## src/rtl/bpc_pkg.sv

```systemverilog
package bpc_pkg;
  localparam int BYTE_W      = 8;
  localparam int NUM_PLANES  = BYTE_W;
  localparam int NUM_CLASSES = 4;

  // index of each class vector inside the packed marker bundle
  typedef enum int {
    CLS_LT    = 0,
    CLS_GT    = 1,
    CLS_DIGIT = 2,
    CLS_CTRL  = 3
  } class_idx_e;
endpackage

```

## src/rtl/bpc_transpose.sv

```systemverilog
module bpc_transpose
  import bpc_pkg::*;
#(
  parameter int BYTES = 16
) (
  input  logic [BYTES*BYTE_W-1:0]                bytes_i,
  output logic [NUM_PLANES-1:0][BYTES-1:0]       planes_o
);
  // plane 0 taps the most significant bit of each byte
  for (genvar k = 0; k < NUM_PLANES; k++) begin : g_plane
    for (genvar i = 0; i < BYTES; i++) begin : g_pos
      assign planes_o[k][i] = bytes_i[i*BYTE_W + (BYTE_W-1-k)];
    end
  end
endmodule

```

## src/rtl/bpc_classes.sv

```systemverilog
module bpc_classes
  import bpc_pkg::*;
#(
  parameter int BYTES = 16
) (
  input  logic [NUM_PLANES-1:0][BYTES-1:0]  planes_i,
  output logic [NUM_CLASSES-1:0][BYTES-1:0] marks_o
);
  logic [BYTES-1:0] p0, p1, p2, p3, p4, p5, p6, p7;
  logic [BYTES-1:0] hi_clear;   // top two bits zero
  logic [BYTES-1:0] mid_set;    // bits 2 and 3 set
  logic [BYTES-1:0] row_3x;     // byte in 0x30..0x3F
  logic [BYTES-1:0] lo_c;       // bits 4 and 5 set
  logic [BYTES-1:0] tail_00;    // last two bits 00
  logic [BYTES-1:0] tail_10;    // last two bits 10
  logic [BYTES-1:0] over_9;     // low nibble above 9

  assign p0 = planes_i[0];
  assign p1 = planes_i[1];
  assign p2 = planes_i[2];
  assign p3 = planes_i[3];
  assign p4 = planes_i[4];
  assign p5 = planes_i[5];
  assign p6 = planes_i[6];
  assign p7 = planes_i[7];

  // terms shared across the classes
  assign hi_clear = ~(p0 | p1);
  assign mid_set  = p2 & p3;
  assign row_3x   = mid_set & hi_clear;
  assign lo_c     = p4 & p5;
  assign tail_00  = ~(p6 | p7);
  assign tail_10  = p6 & ~p7;
  assign over_9   = p4 & (p5 | p6);

  assign marks_o[CLS_LT]    = row_3x & lo_c & tail_00;
  assign marks_o[CLS_GT]    = row_3x & lo_c & tail_10;
  assign marks_o[CLS_DIGIT] = row_3x & ~over_9;
  assign marks_o[CLS_CTRL]  = hi_clear & ~p2;
endmodule

```

## src/rtl/bpc_outreg.sv

```systemverilog
module bpc_outreg #(
  parameter int W = 8
) (
  input  logic         clk,
  input  logic         rst,
  input  logic         en,
  input  logic [W-1:0] d,
  output logic [W-1:0] q
);
  always_ff @(posedge clk) begin
    if (rst)     q <= '0;
    else if (en) q <= d;
  end
endmodule

```

## src/rtl/byte_plane_classifier.sv

```systemverilog
module byte_plane_classifier
  import bpc_pkg::*;
#(
  parameter int BYTES = 16
) (
  input  logic                      clk,
  input  logic                      rst,
  input  logic                      in_valid,
  input  logic [BYTES*BYTE_W-1:0]   in_bytes,
  output logic                      out_valid,
  output logic [NUM_PLANES*BYTES-1:0] out_planes,
  output logic [BYTES-1:0]          out_lt,
  output logic [BYTES-1:0]          out_gt,
  output logic [BYTES-1:0]          out_digit,
  output logic [BYTES-1:0]          out_ctrl
);
  localparam int PLANE_BITS = NUM_PLANES * BYTES;
  localparam int MARK_BITS  = NUM_CLASSES * BYTES;
  localparam int DATA_BITS  = PLANE_BITS + MARK_BITS;

  logic [NUM_PLANES-1:0][BYTES-1:0]  planes;
  logic [NUM_CLASSES-1:0][BYTES-1:0] marks;
  logic [DATA_BITS-1:0]              data_d, data_q;
  logic [0:0]                        vld_q;

  bpc_transpose #(.BYTES(BYTES)) u_transpose (
    .bytes_i  (in_bytes),
    .planes_o (planes)
  );

  bpc_classes #(.BYTES(BYTES)) u_classes (
    .planes_i (planes),
    .marks_o  (marks)
  );

  assign data_d = {marks, planes};

  bpc_outreg #(.W(DATA_BITS)) u_data_reg (
    .clk (clk),
    .rst (rst),
    .en  (in_valid),
    .d   (data_d),
    .q   (data_q)
  );

  bpc_outreg #(.W(1)) u_valid_reg (
    .clk (clk),
    .rst (rst),
    .en  (1'b1),
    .d   (in_valid),
    .q   (vld_q)
  );

  assign out_valid  = vld_q[0];
  assign out_planes = data_q[PLANE_BITS-1:0];
  assign out_lt     = data_q[PLANE_BITS + CLS_LT*BYTES    +: BYTES];
  assign out_gt     = data_q[PLANE_BITS + CLS_GT*BYTES    +: BYTES];
  assign out_digit  = data_q[PLANE_BITS + CLS_DIGIT*BYTES +: BYTES];
  assign out_ctrl   = data_q[PLANE_BITS + CLS_CTRL*BYTES  +: BYTES];
endmodule

```

## config.mk

```make
export PLATFORM = sky130hd
export DESIGN_NAME = byte_plane_classifier
export DESIGN_NICKNAME = d
export VERILOG_FILES = /design/src/rtl/bpc_pkg.sv /design/src/rtl/bpc_transpose.sv /design/src/rtl/bpc_classes.sv /design/src/rtl/bpc_outreg.sv /design/src/rtl/byte_plane_classifier.sv
export SDC_FILE = /design/constraint.sdc
export NUM_CORES = 1
export LEC_CHECK = 0
export BUFFER_PORTS_ARGS = -buffer_cell sky130_fd_sc_hd__buf_2
export CORE_MARGIN = 3
export CORE_UTILIZATION = 48
export DETAILED_ROUTE_END_ITERATION = 12
export PLACE_DENSITY = 0.92
export RECOVER_POWER = 50
export SLEW_MARGIN = 20
export SYNTH_ARGS = -nofsm -noshare
export SYNTH_HDL_FRONTEND = slang
export SYNTH_SLANG_ARGS = --single-unit
```

## constraint.sdc

```tcl
create_clock -name clk -period 2 [get_ports clk]
set_clock_uncertainty 0.15 [all_clocks]
set_input_delay 0.6 -clock clk [delete_from_list [all_inputs] [get_ports clk]]
set_output_delay 0.6 -clock clk [all_outputs]
set_load 0.01 [all_outputs]
```

==> flow_summary.ini <==
[outcome]
status = completed

[worst_setup_path]
rr_endpoint = u_data_reg.q[156]$_SDFFE_PP0P_
r2r_start = u_data_reg.q[156]$_SDFFE_PP0P_
cp_cell_sequence = buf_6 -> buf_4 -> clkbuf_2 -> nor2_1
crit_end = u_data_reg.q[8]$_SDFFE_PP0P_
r2r_slack_ns = 0.87
slowest_stage = clkbuf_2
cp.arrival_ns = 1.84
reg2regPathDepth = 2
critPathKind = input port to register
crit_fanout = 47
worstSetupStartpoint = rst
end_kind = register
start_kind = input port
critPathMaxStageDelay_ns = 0.73
required_ns = 2.11

[sta]
hold_viol_final = 0
relSlewSlack = 0.380
rsz0062_at_grt = false
report.final.slew_viol_count = 0
tightest_slew_ns = 0.930
period_minus_slack_ns = 1.73
post-route-period-util = 0.865
max_freq_mhz = 578
tns_ns = 0
setup_viol = 0

[final_layout]
drive_gt1_frac = 0.365
layout_common_cells = 319 x buf_2, 193 x dfxtp_1, 112 x mux2i_1, 112 x nor2_1, 65 x nand2b_1
antennaDiodeCount = 0
nFillCells = 1186
nNetsFinal = 1188
regArea_um2 = 3860
fin_util = 0.653
layout_commonest_cell = buf_2
area_growth_pct = 30.9
multiInputGateArea_um2 = 3480

[clocking]
root_buffer = clkbuf_16
cts_setup_buffers = 0
cts_hold_buf = 0
cts_resized = 0
clk_latency_ns = 0.42
cts_buffers = 17
cts_tree = yes
clock_path_buffers = 2
clk_pin_slew_ns = 0.07
cts_max_level = 4
numClockSinks = 193

[power_and_ir_drop]
clockPowerShare = 0.399
swShare = 0.260
p_per_area_nw_per_um2 = 842
max-vdd-ir-drop_mv = 0.524
internal_power_w = 0.00631
netSwitchingPower_w = 0.00221
leakagePower_nw = 4.81
seqPwrFrac = 0.481
comb_power_share = 0.120

[grt]
grt_max_degree = 52
grt_overflow = 0
grt_use_total = 0.245
grt_antenna_before_repair = 0
grt_pass1_vias = 6724
grt_pass1_wl_mm = 35.0

[yosys]
syn_inst = 729
synth_nets = 860
ys_warn_count = 0
ys_ff_latch = 193
synthDistinctLibCells = 22
yosys.area.top_type = dfxtp_1
syn_area_um2 = 7720
yosysSeqAreaShare = 0.500
synth_top_area_frac = 0.500
synth.area.top_cells = dfxtp_1 50%, mux2i_1 15%, nor2_1 5.4%, nand2b_1 5.3%, or3b_1 2.7%
synth_area_per_cell_um2 = 10.6

[floorplan]
design.core.area_um2 = 15500
die-area_um2 = 17600
die_y_um = 133
start_util = 0.499
rows = 45
die_w_um = 133
num_io_pins = 324

[place]
routabilityCongestion = 0.868
numPortBuffers = 323
dp_hpwl_mm = 17.4

[routing]
avgViaCountPerCell = 5.33
dr.pass1.iters = 5
ant_nets = 0
wirelength_mm = 22.4
wl_per_cell_um = 17.5
drc = 0
first_iter_violations = 218
vias = 6834

[min_path]
hp-class = input port to register

[run]
cap_violations = 0
## logic make-up (layout without fill, tap and decap cells)
group	count (synthesis)	count (layout)	share of synthesized area
flip-flops	193	193	0.500
buffers and inverters	55	396	0.0434
multiplexers	112	112	0.145
AO/OA/AOI/OAI	96	96	0.100
AND/OR/NAND/NOR	273	273	0.211
## metrics by stage
step | worst slack, ns | cell area (um^2) | hold slack (ns) | power [W] | instances
after floorplan | 0.332 | 7720 | 0.339 | 0.00473 | 729
after global placement | 0.137 | 9630 | 0.302 | 0.00519 | 1249
after detailed placement | 0.0829 | 9630 | 0.312 | 0.00522 | 1249
after CTS | 0.276 | 10200 | 0.258 | 0.00859 | 1281
after global routing | 0.157 | 10100 | 0.266 | 0.00885 | 1281
final | 0.270 | 10100 | 0.275 | 0.00852 | 1281
## layout make-up
type	count	share of cell area
Clock inverter	13	0.0140
Inverter	1	0.000371
Tap cell	211	0.0261
Timing Repair Buffer	363	0.188
Clock buffer	19	0.0448
Sequential cell	193	0.382
Multi-Input combinational cell	481	0.344
## flip-flops by register name, summed over array words and instances, names as in the netlist
name and cells:
u_data_reg.q 192, u_valid_reg.q 1
## worst max-delay path, delay by kind of cell
kind          cells  cell delay, ns
simple gates      1            0.13
buf+inv           3            1.07
## synthesized netlist by cell type
master     number
buf_1           1
nand4bb_1      16
buf_2          21
nand3b_1       16
or4b_1         16
buf_4          15
mux2i_1       112
dfxtp_1       193
nor2_1        112
o41ai_1        16
clkbuf_1       10
o32ai_1        22
o21a_1         16
a21oi_1        32
buf_6           6
nand2_1        16
nand2b_1       65
inv_1           1
or3b_1         24
or3b_2          8
o32ai_2        10
clkbuf_2        1
## how the worst min path moves through the flow
stage                                     endpoint                      startpoint  depth (start not counted)  slack (ns)
floorplan           u_data_reg.q[190]$_SDFFE_PP0P_  u_data_reg.q[190]$_SDFFE_PP0P_                          2        0.34
global placement    u_data_reg.q[191]$_SDFFE_PP0P_  u_data_reg.q[191]$_SDFFE_PP0P_                          2        0.30
detailed placement  u_data_reg.q[103]$_SDFFE_PP0P_  u_data_reg.q[103]$_SDFFE_PP0P_                          2        0.31
CTS                 u_data_reg.q[117]$_SDFFE_PP0P_                             rst                          2        0.26
global route        u_data_reg.q[117]$_SDFFE_PP0P_                             rst                          2        0.27
finish              u_data_reg.q[117]$_SDFFE_PP0P_                             rst                          2        0.28
## per-layer routing
metal  wire [um]  global-route usage
met5           0                   0
met4         517              0.0878
met3        1780              0.0673
met2       10700               0.411
met1        9360               0.302
## power by group through the flow
stage          Combinational (W)  Sequential [W]  Clock [W]
6_report                 0.00102         0.00410    0.00340
2_1_floorplan           0.000479         0.00425          0
3_3_place_gp             0.00101         0.00417          0
4_1_cts                  0.00104         0.00409    0.00345
5_1_grt                  0.00111         0.00411    0.00362
3_5_place_dp             0.00104         0.00418          0
Power figures use the tool's default switching activity.
